<file path="config.mk">
export PLATFORM = sky130hd
export DESIGN_NAME = nand_cmd_reg
export DESIGN_NICKNAME = d
export VERILOG_FILES = /design/src/rtl/nandcmd_pkg.sv /design/src/rtl/nandcmd_ctrl.sv /design/src/rtl/nandcmd_dpath.sv /design/src/rtl/nand_cmd_reg.sv
export SDC_FILE = /design/constraint.sdc
export NUM_CORES = 1
export LEC_CHECK = 0
export BUFFER_PORTS_ARGS = -buffer_cell sky130_fd_sc_hd__buf_2
export CAP_MARGIN = 0
export CORE_MARGIN = 10
export CORE_UTILIZATION = 35
export DETAILED_ROUTE_END_ITERATION = 16
export PLACE_DENSITY_LB_ADDON = 0.3
export SYNTH_ARGS = -nofsm -noshare
export SYNTH_HDL_FRONTEND = slang
export SYNTH_SLANG_ARGS = --single-unit
</file>
<file path="constraint.sdc">
create_clock -name clk -period 4.1 [get_ports clk]
set_input_delay 0.41 -clock clk [delete_from_list [all_inputs] [get_ports clk]]
set_output_delay 0.41 -clock clk [all_outputs]
set_load 0.05 [all_outputs]
</file>
<file path="src/rtl/nandcmd_pkg.sv">
package nandcmd_pkg;

  localparam int BUS_W = 8;

  // opcodes and the ID trigger address
  localparam logic [BUS_W-1:0] OP_STATUS = 8'h70;
  localparam logic [BUS_W-1:0] OP_READ_A = 8'h00;
  localparam logic [BUS_W-1:0] OP_READ_C = 8'h50;
  localparam logic [BUS_W-1:0] OP_IDENT  = 8'h90;
  localparam logic [BUS_W-1:0] ID_TRIG   = 8'h00;

  // status bit positions
  localparam int ST_FAIL  = 0;
  localparam int ST_READY = 6;
  localparam int ST_WPN   = 7;

  typedef enum logic [2:0] {
    MODE_ARRAY,
    MODE_STATUS,
    MODE_IDPEND,
    MODE_ID,
    MODE_QUIET
  } rdMode_t;

  typedef struct packed {
    logic driveArray;
    logic driveStatus;
    logic driveId;
    logic idClear;
    logic idStep;
  } nandStrb_t;

endpackage

</file>
<file path="src/rtl/nandcmd_ctrl.sv">
module nandcmd_ctrl
  import nandcmd_pkg::*;
(
  input  logic             clk,
  input  logic             rstN,
  input  logic             ceN,
  input  logic             cleIn,
  input  logic             aleIn,
  input  logic             weN,
  input  logic             reN,
  input  logic [BUS_W-1:0] ioIn,
  output nandStrb_t        strb
);

  logic    weQ;
  logic    reQ;
  logic    weRise;
  logic    cmdCycle;
  logic    addrCycle;
  rdMode_t mode;
  rdMode_t modeNext;

  // a write strobe counts only with the chip selected and exactly one latch line high
  assign weRise    = !weQ && weN;
  assign cmdCycle  = weRise && !ceN && cleIn && !aleIn;
  assign addrCycle = weRise && !ceN && aleIn && !cleIn;

  always_comb begin
    modeNext = mode;
    if (cmdCycle) begin
      unique case (ioIn)
        OP_STATUS:            modeNext = MODE_STATUS;
        OP_READ_A, OP_READ_C: modeNext = MODE_ARRAY;
        OP_IDENT:             modeNext = MODE_IDPEND;
        default:              modeNext = MODE_QUIET;
      endcase
    end else if (addrCycle && mode == MODE_IDPEND) begin
      modeNext = (ioIn == ID_TRIG) ? MODE_ID : MODE_QUIET;
    end
  end

  always_ff @(posedge clk) begin
    if (!rstN) begin
      weQ  <= 1'b1;
      reQ  <= 1'b1;
      mode <= MODE_ARRAY;
    end else begin
      weQ  <= weN;
      reQ  <= reN;
      mode <= modeNext;
    end
  end

  always_comb begin
    strb.driveArray  = (mode == MODE_ARRAY);
    strb.driveStatus = (mode == MODE_STATUS);
    strb.driveId     = (mode == MODE_ID);
    strb.idClear     = (mode == MODE_IDPEND) && (modeNext == MODE_ID);
    strb.idStep      = (mode == MODE_ID) && !reQ && reN && !ceN;
  end

endmodule

</file>
<file path="src/rtl/nandcmd_dpath.sv">
module nandcmd_dpath
  import nandcmd_pkg::*;
#(
  parameter int                      ID_COUNT = 2,
  parameter logic [ID_COUNT*BUS_W-1:0] ID_SEQ = 16'h76AD
)(
  input  logic             clk,
  input  logic             rstN,
  input  logic             ceN,
  input  logic             reN,
  input  logic             wpN,
  input  logic             busyIn,
  input  logic             failIn,
  input  logic [BUS_W-1:0] arrayData,
  input  nandStrb_t        strb,
  output logic [BUS_W-1:0] ioOut,
  output logic             ioOe
);

  localparam int PTR_W = (ID_COUNT > 1) ? $clog2(ID_COUNT) : 1;
  localparam logic [PTR_W-1:0] PTR_LAST = PTR_W'(ID_COUNT - 1);

  logic [PTR_W-1:0] idPtr;
  logic [BUS_W-1:0] idByte;
  logic [BUS_W-1:0] statusByte;
  logic [BUS_W-1:0] selByte;
  logic             readEn;

  // pointer saturates on the last ID byte
  always_ff @(posedge clk) begin
    if (!rstN) begin
      idPtr <= '0;
    end else if (strb.idClear) begin
      idPtr <= '0;
    end else if (strb.idStep && idPtr != PTR_LAST) begin
      idPtr <= idPtr + 1'b1;
    end
  end

  assign idByte = ID_SEQ[idPtr*BUS_W +: BUS_W];

  generate
    for (genvar b = 0; b < BUS_W; b++) begin : g_stat
      if (b == ST_FAIL) begin : g_fail
        assign statusByte[b] = failIn;
      end else if (b == ST_READY) begin : g_rdy
        assign statusByte[b] = !busyIn;
      end else if (b == ST_WPN) begin : g_wp
        assign statusByte[b] = wpN;
      end else begin : g_zero
        assign statusByte[b] = 1'b0;
      end
    end
  endgenerate

  assign readEn = !ceN && !reN;

  always_comb begin
    selByte = '0;
    if (strb.driveStatus)     selByte = statusByte;
    else if (strb.driveId)    selByte = idByte;
    else if (strb.driveArray) selByte = arrayData;
  end

  assign ioOe  = readEn && (strb.driveStatus || strb.driveId || strb.driveArray);
  assign ioOut = ioOe ? selByte : '0;

endmodule

</file>
<file path="src/rtl/nand_cmd_reg.sv">
module nand_cmd_reg
  import nandcmd_pkg::*;
#(
  parameter int                        ID_COUNT = 2,
  parameter logic [ID_COUNT*BUS_W-1:0] ID_SEQ   = 16'h76AD
)(
  input  logic             clk,
  input  logic             rstN,
  input  logic             ceN,
  input  logic             cleIn,
  input  logic             aleIn,
  input  logic             weN,
  input  logic             reN,
  input  logic             wpN,
  input  logic             busyIn,
  input  logic             failIn,
  input  logic [BUS_W-1:0] ioIn,
  input  logic [BUS_W-1:0] arrayData,
  output logic [BUS_W-1:0] ioOut,
  output logic             ioOe
);

  nandStrb_t strb;

  nandcmd_ctrl u_ctrl (
    .clk   (clk),
    .rstN  (rstN),
    .ceN   (ceN),
    .cleIn (cleIn),
    .aleIn (aleIn),
    .weN   (weN),
    .reN   (reN),
    .ioIn  (ioIn),
    .strb  (strb)
  );

  nandcmd_dpath #(
    .ID_COUNT (ID_COUNT),
    .ID_SEQ   (ID_SEQ)
  ) u_dpath (
    .clk       (clk),
    .rstN      (rstN),
    .ceN       (ceN),
    .reN       (reN),
    .wpN       (wpN),
    .busyIn    (busyIn),
    .failIn    (failIn),
    .arrayData (arrayData),
    .strb      (strb),
    .ioOut     (ioOut),
    .ioOe      (ioOe)
  );

endmodule

</file>
Word-level counts from Yosys, hierarchy flattened
Cells that the tools add are included.
{"block": "word_totals", "word_cells": 50, "regBits": 6, "output_inout_bits": 9, "inputBits": 26}
{"block": "classes", "shift": 1, "n_eq_ne": 7, "n_reduce_logical": 27, "muxes": 8, "n_bitwise": 2, "n_addsub": 1}
{"op": "$mux 8", "count": 4}
{"op": "$eq 8x7->1 const B", "count": 2}
{"op": "$shiftx 16x5->8 const A", "count": 1}
{"op": "$logic_and 1x1->1", "count": 14}
{"op": "$eq 3x2->1 const B", "count": 3}
{"op": "$mux 3", "count": 3}
{"op": "$pmux 3 s3", "count": 1}
{"op": "$eq 8x8->1 const B", "count": 1}
{"op": "$logic_not 8->1", "count": 1}
{"op": "$logic_not 1->1", "count": 7}
{"op": "$reduce_or 2->1", "count": 2}
{"op": "$eq 3x1->1 const B", "count": 1}
{"op": "$logic_not 3->1", "count": 1}
{"op": "$logic_or 1x1->1", "count": 2}
{"op": "$not 1->1", "count": 2}
{"op": "$add 1x1->1 const B", "count": 1}

Depth between registers and ports, before layout
Gate-level depths: netlist of the first run.
{"block": "logic_depth", "ltp_word": 11, "depth_mapped": 5, "depth_no_buf": 4}

Cells and area by module
Synthesis of the first run repeated with hierarchy kept, for this count alone.
{"block": "hier_totals", "cells_unflattened": 63, "area_unflattened_um2": 480.5}
{"module": "nandcmd_ctrl", "area_per_inst_um2": 305.3, "cells_per_inst": 34, "seq_area_each_um2": 100.1, "instances": 1}
{"module": "nandcmd_dpath", "area_per_inst_um2": 175.2, "cells_per_inst": 29, "seq_area_each_um2": 20.0, "instances": 1}

Least setup slack after synthesis of the first run
No wires, ideal clock.
{"block": "synth_path", "path_type": "input to output", "from": "input port ceN", "to": "output port ioOut[1]", "t_required_ns": 3.690, "path_stages": 3, "arrival_ns": 1.842, "path_buffers": 1, "setup_slack_ns": 1.848, "path_cell_list": "or4_1 -> buf_6 -> a21oi_1"}
{"block": "synth_between", "elab_chain_cells": 4}
{"item": "from (decl)", "line_no": "nand_cmd_reg.sv:9", "rtl": "input logic ceN,"}
{"item": "$logic_not 1->1", "line_no": "nandcmd_dpath.sv:56", "rtl": "assign readEn = !ceN && !reN;"}
{"item": "$logic_and 1x1->1", "line_no": "nandcmd_dpath.sv:56"}
{"item": "$logic_and 1x1->1", "line_no": "nandcmd_dpath.sv:65", "rtl": "assign ioOe = readEn && (strb.driveStatus || strb.driveId || strb.driveArray);"}
{"item": "$mux 8", "line_no": "nandcmd_dpath.sv:66", "rtl": "assign ioOut = ioOe ? selByte : '0;"}
{"item": "to (decl)", "line_no": "nand_cmd_reg.sv:19", "rtl": "output logic [BUS_W-1:0] ioOut,"}
Every way passes these cells.

Worst setup path in the final report of the first run
{"block": "layout_path", "from": "register u_ctrl.mode[0]", "to": "output port ioOut[7]"}
{"block": "layout_between", "elab_chain_cells": 5, "word_cells_on_any_way": 10, "classes_between": "2 x eq/ne; 4 x mux; 4 x reduce/logical"}
{"item": "from (decl)", "line_no": "nandcmd_ctrl.sv:20", "rtl": "rdMode_t mode;"}
{"item": "from (signal assigned)", "line_no": "nandcmd_ctrl.sv:50", "rtl": "mode <= modeNext;"}
{"item": "$logic_not 3->1, or another cell as far along", "line_no": "nandcmd_ctrl.sv:55", "rtl": "strb.driveArray = (mode == MODE_ARRAY);"}
{"item": "$mux 8 / $logic_or 1x1->1 (equally long branches)", "line_no": "nandcmd_dpath.sv:62, nandcmd_dpath.sv:65"}
{"item": "$mux 8 / $logic_or 1x1->1 (equally long branches)", "line_no": "nandcmd_dpath.sv:61, nandcmd_dpath.sv:65"}
{"item": "$mux 8 / $logic_and 1x1->1 (equally long branches)", "line_no": "nandcmd_dpath.sv:60, nandcmd_dpath.sv:65"}
{"item": "$mux 8 (*)", "line_no": "nandcmd_dpath.sv:66"}
Every way passes the cells marked *; elsewhere a longest branch is shown, timed or not.

==> impl_results.md, run 1 <==
- CP max-delay cell: or4_1
- Post-synthesis net count: 92
- Worst VDD drop: 0.109 mV
- Worst Slack Setup Final: 1.73 ns
- CP Data Arrival Time: 1.96 ns
- Vert. Die Dim: 57.1 um
- WP data required: 3.69 ns
- Final min period: 2.37 ns
- Adder-cell share of the synthesized area: 0%
- Hold_buf cts: 0
- Crit path capture type: output port
- ANT nets after route: 0
- Initial core utilization: 37.1%
- Mapped Cells: 66
- Post-CTS Resized: 0
- Final WL: 1450 um
- Mapped Area: 483 um2
- Distinct cell type count after synthesis: 23
- Achievable Freq: 0.422 GHz
- Crit Path Class: flop to output port
- Synth Flop Type: dfxtp_1
- CTS Root Cell: clkbuf_4
- Pin count of the biggest net entering global routing: 11
- Post CTS Setup Buffer Count: 0
- CTS clock-pin slew for the worst setup and hold paths: 0.04 ns
- Nets@finish: 129
- Mux share of post-synthesis cell area: 0%
- DRC: 0
- Layout cells sized above 1: 41.6%
- N_diodes: 0
- CTS tree: yes
- Worst Max-Slew Pin Slew: 0.369 ns
- Fin crit share: 57.8%
- Status: finished, final reports clean
- Yosys reg bits: 6
- Overflow after GRT: 0
- Count of input and output buffers: 34
- Reg2reg start: u_ctrl.mode[0]
- Vias per cell: 5.01
- First-pass GRT wire length: 2480 um
- Post-synth EDFFs: 0
- Clock buffer depth: 2
- H-Tree Depth: 1
- Area Overhead vs Synth: 39.1%
- Grt met2 use: 13.8%
- Hold path start: weN
- RSZ-0062 raised after global routing: false
- Post-Route Skew: 0.00148 ns
- Routability congestion estimate: 0.758
- Post-DP HPWL: 1290 um
- Vias: 581
- MaxCap Viol Count: 0
- Initial antenna violation count: 0
- Pre-CTS setup slack: 1.96 ns
- Post-route setup TNS: 0 ns
- Final setup vio count: 0
- Post-synth ARST share: 0%
- Count leader, synth: nand2_1
- Simple-gate portion of the synthesized area: 40.9%
- 1st-pass router iterations: 2
- Placement Rows: 13
- Top delay family on crit path: simple AND/OR/NAND/NOR gates
- Seq/Total Area, Yosys: 24.9%
- Mean Syn Cell Area: 7.32 um2
- Hold Fails Final Rpt: 0
- Synth cell count leaders: nand2_1 (10), a21oi_1 (8), nor2_1 (8)
- Worst Path Max Fanout: 10
- Die area: 3270 um2
- I/O pin count: 35
- Critical Path, Cell by Cell: nor2b_1 -> or4_1 -> a311oi_2 -> buf_2
- Clock Latency Late Sink: 0.24 ns
- Number of global-route vias before repair: 624
- Critical Path Max Stage Delay: 0.58 ns
- Worst min-delay path category: input pin to flop
- Synth Area in XOR/XNOR: 0%
- Worst R2R Setup Slack: 2.73 ns
- Top-area cell type share of the netlist area: 24.9%
- Ys Warns: 0
- Static leakage: 0.000347 uW
- Horiz. Die Dim: 57.1 um
- GRT met1 Usage: 9.95%
- Wire per inst: 12.5 um
- Max Slew Vio Count: 0
- CP Launch Point: u_ctrl.mode[0]
- Met3 Resource Use GR: 4.87%
- Synth Area in Compound Gates: 28.0%
- Clock sink count: 6
- Buffers and inverters on the worst path: 1
- Largest family of logic cells by synthesized area: simple AND/OR/NAND/NOR gates
- Gr busiest metal: met2
- CP startpoint kind: flop
- Slew Limit Headroom: 75.2%
- Power per cell area: 233 nW/um2
- Total CTS buffers: 3
- Ranking of synthesized cells by area: dfxtp_1 (25%), a21oi_1 (8.3%), nand2_1 (7.8%), a311oi_2 (6.2%), nor2_1 (6.2%)
- Core ar.: 1300 um2
- Total GRT Usage: 8.84%
- Detailed Route Iter0 Violations: 6
- Yosys top cell by area: dfxtp_1
- Fillers: 145
## path summary, 6_finish.rpt
check	end	depth (start not counted)
max	ioOut[7]	4
min reg2reg	u_ctrl.mode[1]	2
min	u_ctrl.weQ	2
max reg2reg	u_ctrl.mode[2]	4
## per-stage QoR
step | power [uW] | std cells | util (%) | instance area (um2) | hold slack [ns]
2_1_floorplan | 88.6 | 66 | - | 483 | 0.483
3_3_place_gp | 106 | 113 | 49.9 | 649 | 0.540
3_5_place_dp | 107 | 113 | 49.9 | 649 | 0.543
4_1_cts | 159 | 116 | 51.6 | 672 | 0.368
5_1_grt | 167 | 116 | 51.6 | 672 | 0.388
6_report | 157 | 116 | 51.6 | 672 | 0.372
## metal layers
metal	up-vias	share of wire [%]
met5	-	0
met4	0	0.62
met3	2	14
met2	32	38
met1	233	47
li1	314	-
## kinds of logic after synthesis
family	Yosys count
compound gates	19
flops	6
buf+inv	4
simple gates	37
## final cells by class
cell class,instances,area (um2),area share (%)
Timing Repair Buffer,34,170,25.3
Inverter,2,7.51,1.12
Clock buffer,3,22.5,3.35
Tap cell,15,18.8,2.79
Multi-Input combinational cell,56,333,49.5
Sequential cell,6,120,17.9
## registers in the layout, indices dropped and copies added, names as in the netlist
| register | cells |
|---|---|
| u_ctrl.mode | 3 |
| u_ctrl.reQ | 1 |
| u_ctrl.weQ | 1 |
| u_dpath.idPtr | 1 |
## cell usage in the layout, fill, tap and decap left out, drive strengths merged
| master | Yosys | final |
|---|---|---|
| a311oi | 2 | 2 |
| or4 | 1 | 1 |
| clkbuf | 0 | 3 |
| dfxtp | 6 | 6 |
| nor2b | 4 | 4 |
| nand4 | 2 | 2 |
| buf | 2 | 34 |
| a21o | 2 | 2 |
| o311a | 1 | 1 |
| nor4b | 1 | 1 |
| nand2b | 3 | 3 |
| or2b | 1 | 1 |
| o21ai | 4 | 4 |
| and3 | 3 | 3 |
| o221a | 1 | 1 |
| nand2 | 10 | 10 |
| inv | 2 | 2 |
| a32oi | 1 | 1 |
| nand3 | 1 | 1 |
| nor4 | 3 | 3 |
| a21oi | 8 | 8 |
| nor2 | 8 | 8 |
## power by group
part / internal [uW] / switching, uW / total (uW)
Sequential: 59.9 / 0.740 / 60.6
Clock: 32.9 / 18.4 / 51.3
Combinational: 17.3 / 27.6 / 44.9
Note: power is estimated with default switching activity, not from simulation.
==> inputs of run 2 (changes only) <==
clock period = 2.42 ns   (was 4.1 ns; I/O delays follow)
==> run 2 against run 1 <==
Global-route usage is 0.26 points higher. Wire length is 2.1% higher. Combinational power is 71% higher. Largest power group unchanged.
==> impl_results.md, run 2 (same netlist as run 1, synthesis figures left out) <==
- Final min period: 2.24 ns
- Initial antenna violation count: 0
- CP startpoint kind: flop
- I/O pin count: 35
- Crit path capture type: output port
- Final setup vio count: 0
- Power per cell area: 404 nW/um2
- Worst Path Max Fanout: 10
- Post-DP HPWL: 1290 um
- Wire per inst: 12.7 um
- Nets@finish: 129
- MaxCap Viol Count: 0
- Static leakage: 0.000347 uW
- RSZ-0062 raised after global routing: false
- Max FFs per register: 3
- 1st-pass router iterations: 2
- Vert. Die Dim: 57.1 um
- Worst VDD drop: 0.353 mV
- CTS tree: yes
- CTS Root Cell: clkbuf_4
- Crit Path Class: flop to output port
- Post-route setup TNS: 0 ns
- Placement Rows: 13
- WP data required: 2.18 ns
- ANT nets after route: 0
- Status: finished, final reports clean
- Most frequent cells in the layout: buf_2 (34), nand2_1 (10), nor2_1 (8), a21oi_1 (8), dfxtp_1 (6)
- Post-layout util: 51.6%
- Die area: 3270 um2
- Clock Latency Late Sink: 0.24 ns
- Initial core utilization: 37.1%
- Detailed Route Iter0 Violations: 4
- Slew Limit Headroom: 76.1%
- Total Power: 271 uW
- H-Tree Depth: 1
- Post CTS Setup Buffer Count: 0
- Core ar.: 1300 um2
- Final WL: 1480 um
- N_diodes: 0
- Clock buffer depth: 2
- CP Data Arrival Time: 2.00 ns
- Hold Fails Final Rpt: 0
- Count of input and output buffers: 34
- Total GRT Usage: 9.10%
- Overflow after GRT: 0
- Horiz. Die Dim: 57.1 um
- Vias: 587
- Worst Max-Slew Pin Slew: 0.358 ns
- Area Overhead vs Synth: 39.1%
- Routability congestion estimate: 0.745
- Max Slew Vio Count: 0
- Post-Route Skew: 0.000678 ns
- Hold_buf cts: 0
- Post-CTS Resized: 0
- Worst min-delay path category: input pin to flop
- CTS clock-pin slew for the worst setup and hold paths: 0.04 ns
- Total CTS buffers: 3
- Top reg by flops: u_ctrl.mode
- Pin count of the biggest net entering global routing: 11
- Achievable Freq: 0.447 GHz
- Vias per cell: 5.06
- DRC: 0
- Clock sink count: 6
- Most common cell after layout, fill and taps aside: buf_2
- Fin crit share: 92.5%
- Fillers: 147
- First-pass GRT wire length: 2530 um
- Layout cells sized above 1: 41.6%
- Number of global-route vias before repair: 598
-- run 2: final timing paths --
kind / startpoint / to / slack [ns] / cells past startpoint
min: weN / u_ctrl.weQ / 0.19 / 2
max reg2reg: u_ctrl.mode[0] / u_ctrl.mode[2] / 1.07 / 4
max: u_ctrl.mode[0] / ioOut[0] / 0.18 / 4
min reg2reg: u_ctrl.mode[1] / u_ctrl.mode[1] / 0.56 / 2
-- run 2: area by class of cell --
class	instances	area (um2)	share of cell area (%)
well taps	15	18.8	2.79
multi-input cells	56	333	49.5
inverters	2	7.51	1.12
flip-flops and latches	6	120	17.9
clock buffers	3	22.5	3.35
repair buffers	34	170	25.3
-- run 2: critical path: stages (launching register included) --
cell	delay (ns)
dfxtp_1	0.52
nor2b_1	0.09
or4_1	0.59
a311oi_2	0.25
buf_2	0.30
-- run 2: layer usage --
metal / global-route usage, % / routed length, um / vias to the layer above
li1: - / - / 313
met1: 11.6 / 680 / 240
met2: 12.1 / 573 / 32
met3: 5.09 / 201 / 2
met4: 4.03 / 19 / 0
met5: 0 / 0 / -
-- run 2: report_power, final --
| group | switching [uW] | internal [uW] | total, uW |
|---|---|---|---|
| clock network | 35.8 | 56.1 | 91.8 |
| logic | 47.4 | 29.3 | 76.6 |
| registers | 1.29 | 101 | 103 |
| total | 84.4 | 187 | 271 |
-- run 2: per-stage QoR --
stage               std cells  instance area (um2)  worst slack [ns]  hold slack (ns)
global placement          113                  649             0.505            0.436
floorplan                  66                  483             0.378            0.315
CTS                       116                  672             0.171            0.192
detailed placement        113                  649             0.439            0.441
global route              116                  672            0.0626            0.196
finish                    116                  672             0.181            0.194
